<file path="src/rtl/crc_eng_pkg.sv">
package crc_eng_pkg;
  localparam int REG_W     = 32;
  localparam int NUM_MODES = 4;
  localparam int OFS_CTRL  = 'h0;
  localparam int OFS_DATA  = 'h4;
  localparam int OFS_SEED  = 'h8;
  localparam int OFS_CHK   = 'hC;

  typedef enum logic [1:0] {
    MODE_CCITT = 2'b00,
    MODE_C8    = 2'b01,
    MODE_C16   = 2'b10,
    MODE_C32   = 2'b11
  } crc_mode_e;

  typedef enum logic [1:0] {
    LEN_B8   = 2'b00,
    LEN_B16  = 2'b01,
    LEN_B32  = 2'b10,
    LEN_B32X = 2'b11
  } crc_len_e;

  typedef struct packed {
    crc_mode_e   mode;
    crc_len_e    len;
    logic        out_cpl;
    logic        in_cpl;
    logic        out_rev;
    logic        in_rev;
    logic [21:0] spare;
    logic        init;
    logic        en;
  } crc_ctl_t;

  function automatic int mode_width(int m);
    case (m)
      1:       return 8;
      3:       return 32;
      default: return 16;
    endcase
  endfunction

  function automatic logic [REG_W-1:0] mode_poly(int m);
    case (m)
      0:       return 32'h0000_1021;
      1:       return 32'h0000_0007;
      2:       return 32'h0000_8005;
      default: return 32'h04C1_1DB7;
    endcase
  endfunction

  function automatic logic [REG_W-1:0] width_mask(crc_mode_e m);
    case (m)
      MODE_C8:  return 32'h0000_00FF;
      MODE_C32: return 32'hFFFF_FFFF;
      default:  return 32'h0000_FFFF;
    endcase
  endfunction
endpackage

</file>
<file path="src/rtl/crc_eng_regs.sv">
module crc_eng_regs
  import crc_eng_pkg::*;
#(
  parameter int ADDR_W = 4
) (
  input  logic              clk_i,
  input  logic              rst_ni,
  input  logic              bus_valid_i,
  input  logic              bus_write_i,
  input  logic [ADDR_W-1:0] bus_addr_i,
  input  logic [REG_W-1:0]  bus_wdata_i,
  input  logic [REG_W-1:0]  fold_i,
  input  logic [REG_W-1:0]  chk_view_i,
  output crc_ctl_t          ctl_o,
  output logic [REG_W-1:0]  chk_o,
  output logic [REG_W-1:0]  bus_rdata_o
);
  localparam logic [ADDR_W-1:0] A_CTRL = ADDR_W'(OFS_CTRL);
  localparam logic [ADDR_W-1:0] A_DATA = ADDR_W'(OFS_DATA);
  localparam logic [ADDR_W-1:0] A_SEED = ADDR_W'(OFS_SEED);
  localparam logic [ADDR_W-1:0] A_CHK  = ADDR_W'(OFS_CHK);

  crc_ctl_t         ctl_q;
  logic [REG_W-1:0] seed_q;
  logic [REG_W-1:0] chk_q;
  logic             wr;
  crc_ctl_t         ctl_wr;

  assign wr = bus_valid_i && bus_write_i;

  always_comb begin
    ctl_wr      = crc_ctl_t'(bus_wdata_i);
    ctl_wr.init = 1'b0;
  end

  always_ff @(posedge clk_i or negedge rst_ni) begin
    if (!rst_ni) begin
      ctl_q  <= '0;
      seed_q <= '1;
      chk_q  <= '1;
    end else if (wr) begin
      case (bus_addr_i)
        A_CTRL: begin
          ctl_q <= ctl_wr;
          if (bus_wdata_i[1]) chk_q <= seed_q;
        end
        A_DATA: if (ctl_q.en) chk_q <= fold_i;
        A_SEED: seed_q <= bus_wdata_i;
        default: ;
      endcase
    end
  end

  always_comb begin
    bus_rdata_o = '0;
    if (bus_valid_i && !bus_write_i) begin
      case (bus_addr_i)
        A_CTRL:  bus_rdata_o = ctl_q;
        A_SEED:  bus_rdata_o = seed_q & width_mask(ctl_q.mode);
        A_CHK:   bus_rdata_o = chk_view_i;
        default: bus_rdata_o = '0;
      endcase
    end
  end

  assign ctl_o = ctl_q;
  assign chk_o = chk_q;

  p_ro_checksum_r2: assert property (@(posedge clk_i) disable iff (!rst_ni)
    (wr && bus_addr_i == A_CHK) |=> $stable(chk_q));

  p_hold_when_off_r3: assert property (@(posedge clk_i) disable iff (!rst_ni)
    (wr && bus_addr_i == A_DATA && !ctl_q.en) |=> $stable(chk_q));

  p_init_load_r4: assert property (@(posedge clk_i) disable iff (!rst_ni)
    (wr && bus_addr_i == A_CTRL && bus_wdata_i[1]) |=> (chk_q == $past(seed_q)));

  p_quiet_hold_r12: assert property (@(posedge clk_i) disable iff (!rst_ni)
    !(wr && (bus_addr_i == A_CTRL || bus_addr_i == A_DATA)) |=> $stable(chk_q));
endmodule

</file>
<file path="src/rtl/crc_eng_in_xform.sv">
module crc_eng_in_xform
  import crc_eng_pkg::*;
(
  input  logic [REG_W-1:0] data_i,
  input  logic             cpl_i,
  input  logic             rev_i,
  output logic [REG_W-1:0] data_o
);
  localparam int NBYTES = REG_W / 8;

  for (genvar i = 0; i < NBYTES; i++) begin : g_byte
    logic [7:0] inv;
    logic [7:0] mir;
    assign inv = data_i[8*i +: 8] ^ {8{cpl_i}};
    always_comb begin
      for (int k = 0; k < 8; k++) mir[k] = inv[7-k];
    end
    assign data_o[8*i +: 8] = rev_i ? mir : inv;
  end
endmodule

</file>
<file path="src/rtl/crc_eng_core.sv">
module crc_eng_core
  import crc_eng_pkg::*;
(
  input  logic [REG_W-1:0] chk_i,
  input  logic [REG_W-1:0] data_i,
  input  logic [2:0]       nbytes_i,
  input  crc_mode_e        mode_i,
  output logic [REG_W-1:0] fold_o
);
  localparam int NBYTES = REG_W / 8;

  logic [NUM_MODES-1:0][REG_W-1:0] lanes;

  for (genvar m = 0; m < NUM_MODES; m++) begin : g_lane
    localparam int           W = mode_width(m);
    localparam logic [W-1:0] P = W'(mode_poly(m));
    logic [W-1:0] acc;
    always_comb begin
      acc = chk_i[W-1:0];
      for (int b = NBYTES - 1; b >= 0; b--) begin
        if (b < int'(nbytes_i)) begin
          for (int k = 7; k >= 0; k--) begin
            acc = {acc[W-2:0], 1'b0} ^ ({W{acc[W-1] ^ data_i[8*b+k]}} & P);
          end
        end
      end
    end
    assign lanes[m] = REG_W'(acc);
  end

  assign fold_o = lanes[mode_i];
endmodule

</file>
<file path="src/rtl/crc_eng_out_xform.sv">
module crc_eng_out_xform
  import crc_eng_pkg::*;
(
  input  logic [REG_W-1:0] chk_i,
  input  crc_mode_e        mode_i,
  input  logic             rev_i,
  input  logic             cpl_i,
  output logic [REG_W-1:0] view_o
);
  logic [NUM_MODES-1:0][REG_W-1:0] lanes;

  for (genvar m = 0; m < NUM_MODES; m++) begin : g_lane
    localparam int W = mode_width(m);
    logic [W-1:0] mir;
    logic [W-1:0] sel;
    always_comb begin
      for (int k = 0; k < W; k++) mir[k] = chk_i[W-1-k];
    end
    assign sel      = (rev_i ? mir : chk_i[W-1:0]) ^ {W{cpl_i}};
    assign lanes[m] = REG_W'(sel);
  end

  assign view_o = lanes[mode_i];
endmodule

</file>
<file path="src/rtl/crc_eng.sv">
module crc_eng
  import crc_eng_pkg::*;
#(
  parameter int ADDR_W = 4
) (
  input  logic              clk_i,
  input  logic              rst_ni,
  input  logic              bus_valid_i,
  input  logic              bus_write_i,
  input  logic [ADDR_W-1:0] bus_addr_i,
  input  logic [31:0]       bus_wdata_i,
  output logic [31:0]       bus_rdata_o
);
  crc_ctl_t         ctl;
  logic [REG_W-1:0] chk;
  logic [REG_W-1:0] din_x;
  logic [REG_W-1:0] fold;
  logic [REG_W-1:0] view;
  logic [2:0]       nbytes;

  always_comb begin
    case (ctl.len)
      LEN_B8:  nbytes = 3'd1;
      LEN_B16: nbytes = 3'd2;
      default: nbytes = 3'd4;
    endcase
  end

  crc_eng_regs #(.ADDR_W(ADDR_W)) u_regs (
    .clk_i       (clk_i),
    .rst_ni      (rst_ni),
    .bus_valid_i (bus_valid_i),
    .bus_write_i (bus_write_i),
    .bus_addr_i  (bus_addr_i),
    .bus_wdata_i (bus_wdata_i),
    .fold_i      (fold),
    .chk_view_i  (view),
    .ctl_o       (ctl),
    .chk_o       (chk),
    .bus_rdata_o (bus_rdata_o)
  );

  crc_eng_in_xform u_in_xform (
    .data_i (bus_wdata_i),
    .cpl_i  (ctl.in_cpl),
    .rev_i  (ctl.in_rev),
    .data_o (din_x)
  );

  crc_eng_core u_core (
    .chk_i    (chk),
    .data_i   (din_x),
    .nbytes_i (nbytes),
    .mode_i   (ctl.mode),
    .fold_o   (fold)
  );

  crc_eng_out_xform u_out_xform (
    .chk_i  (chk),
    .mode_i (ctl.mode),
    .rev_i  (ctl.out_rev),
    .cpl_i  (ctl.out_cpl),
    .view_o (view)
  );

  p_upper_zero_r11: assert property (@(posedge clk_i) disable iff (!rst_ni)
    (bus_valid_i && !bus_write_i && ctl.mode == MODE_C8 &&
     (bus_addr_i == ADDR_W'(OFS_CHK) || bus_addr_i == ADDR_W'(OFS_SEED)))
    |-> (bus_rdata_o[31:8] == 24'd0));
endmodule

</file>
<file path="config.mk">
export PLATFORM = sky130hd
export DESIGN_NAME = crc_eng
export DESIGN_NICKNAME = d
export VERILOG_FILES = /design/src/rtl/crc_eng_pkg.sv /design/src/rtl/crc_eng_regs.sv /design/src/rtl/crc_eng_in_xform.sv /design/src/rtl/crc_eng_core.sv /design/src/rtl/crc_eng_out_xform.sv /design/src/rtl/crc_eng.sv
export SDC_FILE = /design/constraint.sdc
export NUM_CORES = 1
export LEC_CHECK = 0
export BUFFER_PORTS_ARGS = -buffer_cell sky130_fd_sc_hd__buf_2
export CAP_MARGIN = 30
export CORE_MARGIN = 2
export CORE_UTILIZATION = 25
export DETAILED_ROUTE_END_ITERATION = 7
export SLEW_MARGIN = 20
export SYNTH_ARGS = -nofsm -noshare
export SYNTH_HDL_FRONTEND = slang
export SYNTH_SLANG_ARGS = --single-unit
</file>
<file path="constraint.sdc">
create_clock -name clk_i -period 7.75 [get_ports clk_i]
set_input_delay 1.55 -clock clk_i [delete_from_list [all_inputs] [get_ports clk_i]]
set_output_delay 1.55 -clock clk_i [all_outputs]
set_load 0.01 [all_outputs]
</file>
Word-level counts from Yosys, hierarchy flattened
Index checks and enable logic that the tools add are counted.
{"block": "word_totals", "wordCells": 331, "reg_bits": 95, "out_inout_bits": 32, "in_bits": 40}
{"block": "op_classes", "n_reduce_logical": 9, "mux": 36, "order_cmp": 5, "bitwise": 263, "n_eq_ne": 8}
{"op": "$xor A32 B27 Y32", "count": 32}
{"op": "$xor A16 B16 Y16", "count": 33}
{"op": "$xor A16 B13 Y16", "count": 32}
{"op": "$mux W32", "count": 12}
{"op": "$xor A8 B3 Y8", "count": 32}
{"op": "$mux W16", "count": 9}
{"op": "$bmux W32 S2", "count": 2}
{"op": "$pmux W32 S2", "count": 2}
{"op": "$xor A1 B1 Y1", "count": 127}
{"op": "$pmux W32 S3", "count": 1}
{"op": "$mux W8", "count": 9}
{"op": "$xor A8 B8 Y8", "count": 5}
{"op": "$and A32 B32 Y32", "count": 1}
{"op": "$xor A32 B32 Y32", "count": 1}
{"op": "$eq A4 B4 Y1 const B", "count": 2}
{"op": "$lt A1 B3 Y1 const A", "count": 2}
{"op": "$lt A2 B3 Y1 const A", "count": 2}
{"op": "$pmux W3 S2", "count": 1}
{"op": "$eq A2 B1 Y1 const B", "count": 2}
{"op": "$eq A4 B3 Y1 const B", "count": 1}
{"op": "$logic_not A4 Y1", "count": 1}
{"op": "$reduce_and A2 Y1", "count": 2}
{"op": "$reduce_and A4 Y1", "count": 1}
{"op": "$lt A2 B3 Y1 const B", "count": 1}
{"op": "7 further kinds", "count": 8}

Logic depth before layout (Yosys ltp)
Gate-level depths: netlist of run 1.
{"block": "depth", "depth_word": 74, "depth_mapped": 20, "depth_no_buf": 16}

Hierarchy
From an unflattened synthesis of run 1, not the netlist that was laid out.
{"block": "hier_totals", "cells_unflattened": 1949, "area_unflattened_um2": 17496.8}
{"mod": "crc_eng_core", "area_each_um2": 10357.4, "cells_per_inst": 1287, "instances": 1, "seq_area_each_um2": 0.0}
{"mod": "crc_eng_regs", "area_each_um2": 5078.6, "cells_per_inst": 417, "instances": 1, "seq_area_each_um2": 2457.4}
{"mod": "crc_eng_out_xform", "area_each_um2": 1370.1, "cells_per_inst": 170, "instances": 1, "seq_area_each_um2": 0.0}
{"mod": "crc_eng_in_xform", "area_each_um2": 676.9, "cells_per_inst": 72, "instances": 1, "seq_area_each_um2": 0.0}
{"mod": "crc_eng", "area_each_um2": 13.8, "cells_per_inst": 3, "instances": 1, "seq_area_each_um2": 0.0}

Worst setup path before layout of run 1
Ideal clock, no wire load.
{"block": "synth_path", "path_kind": "input -> register", "startpoint": "in bus_wdata_i[28]", "endpoint": "reg u_regs.chk_q[13], in the netlist u_regs.chk_o[13]", "slack_ns": 1.313, "setup_time_ns": 0.089, "cell_stages": 17, "path_buffers": 1, "required_ns": 7.661, "arrival_ns": 6.348, "cell_sequence": "buf_2 -> mux2i_1 -> xnor2_1 -> xnor3_1 -> a21oi_4 -> xor2_4 -> xor2_2 -> mux2i_2 -> xor2_2 -> xnor2_2 -> xnor3_1 -> a21oi_2 -> xnor2_4 -> xor2_1 -> xnor3_1 -> a2111oi_1 -> nor3_1"}
{"block": "synth_between", "elab_chain_cells": 57, "elab_cells_between_ends": 159, "cone_classes": "mux: 17; bitwise: 142"}
{"element": "from (decl)", "line": "crc_eng.sv:11", "rtl": "input logic [31:0] bus_wdata_i,"}
{"element": "$xor A8 B8 Y8 *", "line": "crc_eng_in_xform.sv:14", "rtl": "assign inv = data_i[8*i +: 8] ^ {8{cpl_i}};"}
{"element": "$mux W8 *", "line": "crc_eng_in_xform.sv:18", "rtl": "assign data_o[8*i +: 8] = rev_i ? mir : inv;"}
{"element": "$xor A1 B1 Y1", "line": "crc_eng_core.sv:23", "rtl": "acc = {acc[W-2:0], 1'b0} ^ ({W{acc[W-1] ^ data_i[8*b+k]}} & P);"}
{"element": "$xor A16 B16 Y16", "line": "crc_eng_core.sv:23"}
{"element": "$xor A1 B1 Y1", "line": "crc_eng_core.sv:23"}
{"element": "$xor A16 B16 Y16", "line": "crc_eng_core.sv:23"}
{"element": "$xor A1 B1 Y1", "line": "crc_eng_core.sv:23"}
{"element": "$xor A16 B16 Y16", "line": "crc_eng_core.sv:23"}
{"element": "[31 not listed]"}
{"element": "$xor A16 B16 Y16 (4 in a row)", "line": "crc_eng_core.sv:23"}
{"element": "$mux W16", "line": "crc_eng_core.sv:21", "rtl": "if (b < int'(nbytes_i)) begin"}
{"element": "$xor A16 B16 Y16 (8 in a row)", "line": "crc_eng_core.sv:23"}
{"element": "$mux W16", "line": "crc_eng_core.sv:21"}
{"element": "$bmux W32 S2 *", "line": "crc_eng_core.sv:31", "rtl": "assign fold_o = lanes[mode_i];"}
{"element": "$mux W32 (not written as such) *", "line": "crc_eng_core.sv:31"}
{"element": "$mux W32 *", "line": "crc_eng_regs.sv:47", "rtl": "A_DATA: if (ctl_q.en) chk_q <= fold_i;"}
{"element": "$pmux W32 S2 *", "line": "crc_eng_regs.sv:42", "rtl": "case (bus_addr_i)"}
{"element": "to (signal assigned)", "line": "crc_eng_regs.sv:45", "rtl": "if (bus_wdata_i[1]) chk_q <= seed_q;"}
{"element": "to (signal assigned)", "line": "crc_eng_regs.sv:47"}
{"element": "to (decl)", "line": "crc_eng_regs.sv:25", "rtl": "logic [REG_W-1:0] chk_q;"}
Mark *: on every way between the ends. The rest lies on a longest branch, timed or not. The select of a mux whose other input is x is not followed.
A chain may end at the register's enable or synchronous reset.

Worst setup path after layout of run 1
{"block": "layout_path", "startpoint": "in bus_wdata_i[28]", "endpoint": "reg u_regs.chk_q[8], in the netlist u_regs.chk_o[8]"}
{"block": "layout_between", "elab_chain_cells": 62, "elab_cells_between_ends": 163, "cone_classes": "mux: 17; bitwise: 146"}
{"element": "$xor A8 B8 Y8 *", "line": "crc_eng_in_xform.sv:14"}
{"element": "$mux W8 *", "line": "crc_eng_in_xform.sv:18"}
{"element": "$xor A1 B1 Y1", "line": "crc_eng_core.sv:23"}
{"element": "$xor A16 B16 Y16", "line": "crc_eng_core.sv:23"}
{"element": "$xor A1 B1 Y1", "line": "crc_eng_core.sv:23"}
{"element": "$xor A16 B16 Y16", "line": "crc_eng_core.sv:23"}
{"element": "$xor A1 B1 Y1", "line": "crc_eng_core.sv:23"}
{"element": "$xor A16 B16 Y16", "line": "crc_eng_core.sv:23"}
{"element": "[40 not listed]"}
{"element": "$xor A16 B16 Y16", "line": "crc_eng_core.sv:23"}
{"element": "$xor A1 B1 Y1", "line": "crc_eng_core.sv:23"}
{"element": "$xor A16 B16 Y16 (7 in a row)", "line": "crc_eng_core.sv:23"}
{"element": "$mux W16", "line": "crc_eng_core.sv:21"}
{"element": "$bmux W32 S2 *", "line": "crc_eng_core.sv:31"}
{"element": "$mux W32 (not written as such) *", "line": "crc_eng_core.sv:31"}
{"element": "$mux W32 *", "line": "crc_eng_regs.sv:47"}
{"element": "$pmux W32 S2 *", "line": "crc_eng_regs.sv:42"}
Marked as above.

==> impl_metrics.env, run 1 <==
export IMPL_synthCells=1797
export IMPL_slew_violations=0
export IMPL_yosysWarnings=0
export IMPL_dr_first_iter_drc_count=1628
export IMPL_place_hpwl_microns=50800
export IMPL_htreeDepth=3
export IMPL_cp_end_kind="flip-flop"
export IMPL_cp_arrival_ns=7.18
export IMPL_ios=72
export IMPL_post_cts_resized=0
export IMPL_synth_top_cell_by_area="xnor2_1"
export IMPL_core_region_area_sq_um=64300
export IMPL_fillCellCount=6860
export IMPL_nets=1836
export IMPL_dieWidth_microns=259
export IMPL_clkSinkCount=95
export IMPL_slowest_stage="xnor3_2"
export IMPL_fp_dieH_microns=259
export IMPL_die_area_sq_um=67100
export IMPL_cp_required_ns=8.07
export IMPL_register_area_sq_um=2470
export IMPL_gp_congestion=1.01
export IMPL_cts_tree="built"
export IMPL_synthArstFlopShare_pct=100
export IMPL_startpoint="bus_wdata_i[28]"
export IMPL_slew_headroom_pct=36.7
export IMPL_worstSetupPathType="primary input to flip-flop"
export IMPL_fin_hold_ws_ns=0.512
export IMPL_timing_rr_start="u_regs.ctl_o[24]$_DFFE_PN0P_"
export IMPL_num_rows=93
export IMPL_wl_microns=67000
export IMPL_syn_nets=1837
export IMPL_grt_use_total_pct=19.7
export IMPL_grt_pass1_vias=13800
export IMPL_vias_per_cell=5.31
export IMPL_cpPeakStageDelay_ns=0.57
export IMPL_clock_latency_ns=0.39
export IMPL_postCtsHoldBufs=0
export IMPL_drc=0
export IMPL_placedCellCount=2638
export IMPL_clk_pin_slew_ns=0.09
export IMPL_setup_tns_ns=0
export IMPL_initial_utilization_pct=25.3
export IMPL_ys_flop_type="dfstp_2"
export IMPL_rsz0062_at_grt="no"
export IMPL_instances_no_fill=2656
export IMPL_ys_ff_latch=95
export IMPL_hold_violations=0
export IMPL_num_antenna_cells=0
export IMPL_layout_commonest_cell="xnor2_1"
export IMPL_fin_util_pct=27.8
export IMPL_worst_pin_slew_ns=0.943
export IMPL_syn2layout_area_growth_pct=9.87
export IMPL_mostFrequentLayoutCells="xnor2_1 (377), xor2_1 (158), a21oi_1 (149)"
export IMPL_cp_cell_sequence="buf_2, mux2i_1, xnor2_1, xnor3_1, a21oi_4, xor2_4, xor2_2, mux2i_2, xnor3_2, xnor2_1, mux2i_2, xnor2_4, xor2_2, xor2_1, xnor3_1, o221ai_1, a21boi_1"
export IMPL_skew_ns=0.0179
export IMPL_clockRootBuffer="clkbuf_16"
export IMPL_synthTopCellsByArea="xnor2_1 (20%), xnor3_1 (11%), dfstp_2 (10%), xor2_1 (8.5%), mux2i_1 (5.8%)"
export IMPL_yosys_area_top_type_share_pct=20.3
export IMPL_wl_per_cell_microns=25.2
export IMPL_synth_cell_types=81
export IMPL_cts_setup_buffers=0
export IMPL_syn_area_per_cell_sq_um=9.06
export IMPL_cts_buffer_depth=2
export IMPL_first_pass_iters=7
export IMPL_cap_violations=0
export IMPL_synth_edff_count=0
export IMPL_post_route_period_util_pct=88.5
export IMPL_detail_route_antenna_nets=0
export IMPL_status="completed"
export IMPL_synthesis_area_sq_um=16300
export IMPL_min_path_type="flip-flop to flip-flop"
export IMPL_startpoint_type="primary input"
export IMPL_grt_ovfl_total=0
export IMPL_worstPathMaxFanout=8
export IMPL_period_needed_ns=6.86
export IMPL_setup_viol=0
export IMPL_max_freq_mhz=146
export IMPL_grt_pass1_wl_microns=97200
export IMPL_grt_max_degree=89
export IMPL_io_buffers=71
export IMPL_vias=14100
export IMPL_numCtsBuffers=9
export IMPL_antenna_found_initial=2
export IMPL_multi_input_comb_area_sq_um=13200
export IMPL_drive_gt1_share_pct=18.8
export IMPL_synth_seq_area_share_pct=15.1
export IMPL_min_delay_start="u_regs.ctl_o[23]$_DFFE_PN0P_"
Yosys cell counts, drive strengths merged (36+ instances only):
master  instances
a21oi         151
nand3          36
o21ai          49
dfstp          64
buf            48
nor2          129
clkbuf         93
xnor2         400
xnor3          81
xor2          167
nand2          95
mux2i         104
mux2           61
state kept, by name, indices dropped and copies added, names as in the netlist:
register,count
u_regs.chk_o,32
u_regs.ctl_o,31
u_regs.seed_q,32
metrics by stage:
stage | setup WS [ns] | instance area (sq um)
after global placement | 0.709 | 17600
after global routing | 0.599 | 17900
after floorplan | 1.31 | 16300
after detailed placement | 0.616 | 17600
final | 0.891 | 17900
after CTS | 0.953 | 17900
routing by layer:
metal,vias to the layer above,GRT usage (%),share of wire [%]
met5,-,0,0.019
met4,2,9.24,5.2
met3,169,3.11,7.6
met2,719,31.8,45
met1,7015,25.7,42
li1,6209,-,-
cell type report:
cell class | instances | area share [%]
multi-input cells | 1549 | 73.8
repair buffers | 129 | 4.51
clock inverters | 6 | 0.336
inverters | 12 | 0.252
well taps | 855 | 5.98
flip-flops and latches | 95 | 13.8
clock buffers | 10 | 1.28
path summary, 6_finish.rpt:
path,to,slack (ns),cells past startpoint
max,u_regs.chk_o[8]$_DFFE_PN1P_,0.89,17
min,u_regs.ctl_o[23]$_DFFE_PN0P_,0.51,1
max reg2reg,u_regs.chk_o[8]$_DFFE_PN1P_,1.24,17
min reg2reg,u_regs.ctl_o[23]$_DFFE_PN0P_,0.51,1
max in group asynchronous,u_regs.ctl_o[29]$_DFFE_PN0P_,5.27,2
min in group asynchronous,u_regs.ctl_o[5]$_DFFE_PN0P_,1.10,1
logic make-up after synthesis:
| logic type | count (synthesis) | synth area share (%) |
|---|---|---|
| simple gates | 382 | 11.1 |
| buf+inv | 153 | 3.85 |
| flops | 95 | 15.1 |
| compound gates | 341 | 13.2 |
| xor+xnor | 661 | 45.7 |
| mux | 165 | 11.0 |
worst max-delay path, delay by kind of cell:
family | cells | cell delay (ns)
xor gates and xnor gates | 10 | 3.69
muxes | 3 | 1.09
AOI/OAI and AO/OA | 3 | 0.68
buffers and inverters | 1 | 0.17
Power of run 1 is left out: the tool's default activity adds up to more than one toggle a clock period on the data nets, which glitch-free logic cannot reach.
==> inputs of run 2 (changes only) <==
ABC_AREA = 1   (was unset)
CAP_MARGIN = unset   (was 30)
==> run 2 against run 1 <==
Effect of this change:
- hold slack worse by 0.023 ns
- setup slack worse by 0.22 ns
- global-route usage rose by 2.0 points
- wire length fell by 0.44%
- register-to-register slack got worse by 0.25 ns
- first-iteration DRC count is 21% higher
- maximum frequency decreased by 3.2%
- clock-buffer cell count down 1
- die area is 9.4% lower
- final cell count is 14% higher
- critical path type unchanged
- critical endpoint is now u_regs.chk_o[13]$_DFFE_PN1P_
==> impl_metrics.env, run 2 <==
export IMPL_synthTopCellsByCount="nand2_1 (508), xor2_1 (280), o21ai_0 (233), inv_1 (179), nand3_1 (156)"
export IMPL_num_rows=88
export IMPL_mostFrequentLayoutCells="nand2_1 (501), xor2_1 (280), o21ai_0 (233)"
export IMPL_worstSetupPathType="primary input to flip-flop"
export IMPL_antenna_found_initial=1
export IMPL_post_route_period_util_pct=91.4
export IMPL_setup_tns_ns=0
export IMPL_hold_violations=0
export IMPL_drive_gt1_share_pct=15.9
export IMPL_syn_area_per_cell_sq_um=6.66
export IMPL_grt_max_degree=64
export IMPL_place_hpwl_microns=53800
export IMPL_vias_per_cell=5.16
export IMPL_detail_route_antenna_nets=0
export IMPL_htreeDepth=3
export IMPL_synth_edff_count=0
export IMPL_core_region_area_sq_um=57900
export IMPL_setup_viol=0
export IMPL_min_path_type="flip-flop to flip-flop"
export IMPL_setup_slack_ns=0.666
export IMPL_status="completed"
export IMPL_layout_commonest_cell="nand2_1"
export IMPL_wl_per_cell_microns=22.1
export IMPL_wl_microns=66700
export IMPL_syn_nets=2252
export IMPL_dieWidth_microns=247
export IMPL_cp_required_ns=8.05
export IMPL_clock_latency_ns=0.37
export IMPL_grt_ovfl_total=0
export IMPL_fp_dieH_microns=247
export IMPL_synthArstFlopShare_pct=100
export IMPL_ios=72
export IMPL_period_needed_ns=7.08
export IMPL_drc=0
export IMPL_postCtsHoldBufs=0
export IMPL_vias=15600
export IMPL_synthTopCellsByArea="xor2_1 (17%), nand2_1 (13%), dfstp_2 (11%), o21ai_0 (7.9%), xnor2_1 (7.4%)"
export IMPL_max_freq_mhz=141
export IMPL_grt_pass1_wl_microns=97600
export IMPL_dr_first_iter_drc_count=1975
export IMPL_rsz0062_at_grt="no"
export IMPL_num_antenna_cells=0
export IMPL_yosysWarnings=0
export IMPL_slowest_stage="xor2_1"
export IMPL_yosysMostFrequentCell="nand2_1"
export IMPL_grt_use_total_pct=21.7
export IMPL_worst_pin_slew_ns=1.07
export IMPL_cpPeakStageDelay_ns=0.47
export IMPL_die_area_sq_um=60900
export IMPL_slew_headroom_pct=28.4
export IMPL_io_buffers=71
export IMPL_cp_arrival_ns=7.39
export IMPL_worstPathMaxFanout=9
export IMPL_ys_ff_latch=95
export IMPL_synth_seq_area_share_pct=16.7
export IMPL_r2r_slack_ns=0.99
export IMPL_cap_violations=0
export IMPL_synth_cell_types=51
export IMPL_first_pass_iters=6
export IMPL_yosys_area_top_type_share_pct=16.7
export IMPL_clkSinkCount=95
export IMPL_skew_ns=0.0176
export IMPL_synthCells=2212
export IMPL_slew_violations=0
export IMPL_synthesis_area_sq_um=14700
export IMPL_clockRootBuffer="clkbuf_16"
export IMPL_nets=2291
export IMPL_cts_tree="built"
export IMPL_cts_buffer_depth=2
export IMPL_ys_flop_type="dfstp_2"
export IMPL_synth_top_cell_by_area="xor2_1"
export IMPL_cp_end_kind="flip-flop"
export IMPL_place_ws_ns=0.414
export IMPL_syn2layout_area_growth_pct=11.2
export IMPL_numCtsBuffers=9
export IMPL_gp_congestion=1.02
export IMPL_initial_utilization_pct=25.4
export IMPL_grt_pass1_vias=14600
export IMPL_clk_pin_slew_ns=0.08
export IMPL_startpoint_type="primary input"
[run 2: area by class of cell]
type | instances | area (sq um)
inverters | 197 | 744
multi-input cells | 1821 | 11100
flip-flops and latches | 95 | 2460
clock inverters | 7 | 100
well taps | 765 | 957
clock buffers | 9 | 225
repair buffers | 127 | 778
fillers | 6543 | 41500
[run 2: layer usage]
metal,global-route usage (%),vias to the layer above,wire length [microns]
li1,-,7249,-
met1,29.2,7302,27500
met2,34.0,873,29200
met3,3.08,168,6290
met4,10.7,0,3690
met5,0,-,0
[run 2: worst max-delay path, delay by kind of cell]
| kind | cells | cell delay [ns] |
|---|---|---|
| compound gates | 5 | 0.97 |
| xor+xnor | 10 | 3.08 |
| buf+inv | 4 | 0.36 |
| simple gates | 11 | 1.42 |
[run 2: cells by family after synthesis]
kind of cell	Yosys count	share of synthesized area, %
compound gates	516	19.4
xor+xnor	449	30.4
buf+inv	296	8.34
flops	95	16.7
mux	3	0.204
simple gates	853	25.0
[run 2: per-stage QoR]
stage                     cell area [sq um]  utilization (%)  hold slack [ns]  std cells
after CTS                             16300             28.2            0.492       3021
final                                 16400             28.3            0.489       3021
after floorplan                       14700                -            0.451       2212
after global placement                16000             27.6            0.466       3005
after detailed placement              16000             27.6            0.474       3005
after global routing                  16400             28.3            0.523       3021
[run 2: final timing paths]
check | start | end | cells after the start
worst max-delay path | bus_wdata_i[25] | u_regs.chk_o[13]$_DFFE_PN1P_ | 30
worst min-delay path | u_regs.ctl_o[9]$_DFFE_PN0P_ | u_regs.ctl_o[9]$_DFFE_PN0P_ | 2
worst max register to register | u_regs.ctl_o[26]$_DFFE_PN0P_ | u_regs.chk_o[13]$_DFFE_PN1P_ | 29
worst min register to register | u_regs.ctl_o[9]$_DFFE_PN0P_ | u_regs.ctl_o[9]$_DFFE_PN0P_ | 2
max in group asynchronous | rst_ni | u_regs.chk_o[26]$_DFFE_PN1P_ | 2
min in group asynchronous | rst_ni | u_regs.ctl_o[9]$_DFFE_PN0P_ | 1
[run 2: what timing repair did]
item,CTS,global route
setup endpoints to repair,0,3
setup buffers,0,0
gates resized for setup,0,9
Power of run 2 is left out for the same reason.
==> inputs of run 3 (changes only) <==
BUFFER_PORTS_ARGS = -buffer_cell sky130_fd_sc_hd__buf_4   (was -buffer_cell sky130_fd_sc_hd__buf_2)
==> run 3 against run 2 <==
Effect of this change:
- sequential share of layout area fell by 0.13 points
- setup slack improved by 0.0034 ns
- via count up 0.30%
- flip-flop and latch count stayed put
- first-iteration DRC count grew 1.0%
- clock-buffer cell count stayed put
- final cell count hardly changed
- non-clock buffer count rose by 3
- design area is 0.84% higher
- critical path depth up 2
- core utilization grew 0.24 points
- clock skew shrank 0.0072 ns
==> impl_metrics.env, run 3 (synthesis gave the netlist of run 2 again) <==
export IMPL_status="completed"
export IMPL_fp_dieH_microns=247
export IMPL_slew_headroom_pct=24.2
export IMPL_timing_rr_end="u_regs.chk_o[13]$_DFFE_PN1P_"
export IMPL_clkSinkCount=95
export IMPL_initial_utilization_pct=25.4
export IMPL_antenna_found_initial=0
export IMPL_layout_commonest_cell="nand2_1"
export IMPL_multi_input_comb_area_sq_um=11100
export IMPL_drc=0
export IMPL_cap_violations=0
export IMPL_vias_per_cell=5.17
export IMPL_syn2layout_area_growth_pct=12.1
export IMPL_nets=2294
export IMPL_r2r_slack_ns=1.13
export IMPL_cp_end_kind="flip-flop"
export IMPL_grt_use_total_pct=21.8
export IMPL_drive_gt1_share_pct=15.8
export IMPL_place_hpwl_microns=54000
export IMPL_grt_max_degree=65
export IMPL_die_area_sq_um=60900
export IMPL_worstSetupPathType="primary input to flip-flop"
export IMPL_gp_congestion=1.04
export IMPL_fin_util_pct=28.5
export IMPL_whs_endpoint="u_regs.ctl_o[16]$_DFFE_PN0P_"
export IMPL_clock_latency_ns=0.37
export IMPL_place_ws_ns=0.510
export IMPL_grt_pass1_vias=14600
export IMPL_num_rows=88
export IMPL_core_region_area_sq_um=57900
export IMPL_io_buffers=71
export IMPL_vias=15600
export IMPL_cp_required_ns=8.03
export IMPL_cts_buffer_depth=2
export IMPL_clk_pin_slew_ns=0.07
export IMPL_mostFrequentLayoutCells="nand2_1 (504), xor2_1 (280), o21ai_0 (232)"
export IMPL_worstRegToRegCells=31
export IMPL_cp_arrival_ns=7.36
export IMPL_cpPeakStageDelay_ns=0.44
export IMPL_grt_ovfl_total=0
export IMPL_slew_violations=0
export IMPL_dieWidth_microns=247
export IMPL_worst_pin_slew_ns=1.13
export IMPL_setup_tns_ns=0
export IMPL_numCtsBuffers=9
export IMPL_min_delay_start="u_regs.ctl_o[16]$_DFFE_PN0P_"
export IMPL_wl_per_cell_microns=22.3
export IMPL_htreeDepth=3
export IMPL_skew_ns=0.0104
export IMPL_crit_top_cell="xor2_4"
export IMPL_post_cts_resized=0
export IMPL_register_area_sq_um=2460
export IMPL_setup_viol=0
export IMPL_first_pass_iters=8
export IMPL_slowest_stage="a31oi_1"
export IMPL_fillCellCount=6544
export IMPL_critPathTopFamily="XOR/XNOR gates"
export IMPL_grt_pass1_wl_microns=97600
export IMPL_min_path_cells=2
export IMPL_setup_slack_ns=0.670
export IMPL_detail_route_antenna_nets=0
export IMPL_timing_rr_start="u_regs.ctl_o[26]$_DFFE_PN0P_"
export IMPL_fin_hold_ws_ns=0.492
export IMPL_cts_tree="built"
export IMPL_post_route_period_util_pct=91.4
export IMPL_cts_setup_buffers=0
export IMPL_hold_violations=0
export IMPL_cp_num_buf_inv=3
export IMPL_period_needed_ns=7.08
export IMPL_clockRootBuffer="clkbuf_16"
export IMPL_max_freq_mhz=141
export IMPL_worstPathMaxFanout=9
export IMPL_min_path_type="flip-flop to flip-flop"
export IMPL_rsz0062_at_grt="no"
export IMPL_postCtsHoldBufs=0
export IMPL_startpoint_type="primary input"
export IMPL_ios=72
export IMPL_num_antenna_cells=0
export IMPL_wl_microns=67400
export IMPL_dr_first_iter_drc_count=1995
[run 3: layout make-up]
class                           count  share of cell area, %
Multi-Input combinational cell   1821                   67.1
Sequential cell                    95                   14.9
Clock buffer                        9                   1.36
Timing Repair Buffer              130                   5.91
Tap cell                          765                   5.80
Inverter                          197                   4.51
Clock inverter                      7                  0.455
[run 3: how the worst max path moves through the flow]
| stage | start | to | slack, ns | cells after the start |
|---|---|---|---|---|
| finish | bus_wdata_i[25] | u_regs.chk_o[13]$_DFFE_PN1P_ | 0.67 | 32 |
| global route | bus_wdata_i[29] | u_regs.chk_o[0]$_DFFE_PN1P_ | 0.003 | 56 |
| CTS | bus_wdata_i[25] | u_regs.chk_o[15]$_DFFE_PN1P_ | 0.89 | 58 |
| detailed placement | bus_wdata_i[25] | u_regs.chk_o[15]$_DFFE_PN1P_ | 0.51 | 58 |
| global placement | bus_wdata_i[25] | u_regs.chk_o[13]$_DFFE_PN1P_ | 0.56 | 32 |
| floorplan | bus_wdata_i[25] | u_regs.chk_o[7]$_DFFE_PN1P_ | 1.58 | 29 |
[run 3: worst min-delay path: stages, from the launching register on]
cell	delay, ns
dfrtp_1	0.35
nand2_1	0.05
o21ai_0	0.05
[run 3: per-layer routing]
metal | wire length (microns) | GRT usage, %
met1 | 28100 | 29.2
met2 | 29900 | 34.3
met3 | 6020 | 3.27
met4 | 3430 | 10.2
met5 | 0 | 0
[run 3: stage by stage]
| stage | cells | area [sq um] |
|---|---|---|
| floorplan | 2212 | 14700 |
| global placement | 3008 | 16200 |
| detailed placement | 3008 | 16200 |
| CTS | 3024 | 16500 |
| global route | 3024 | 16500 |
| finish | 3024 | 16500 |
Power of run 3 is left out for the same reason.
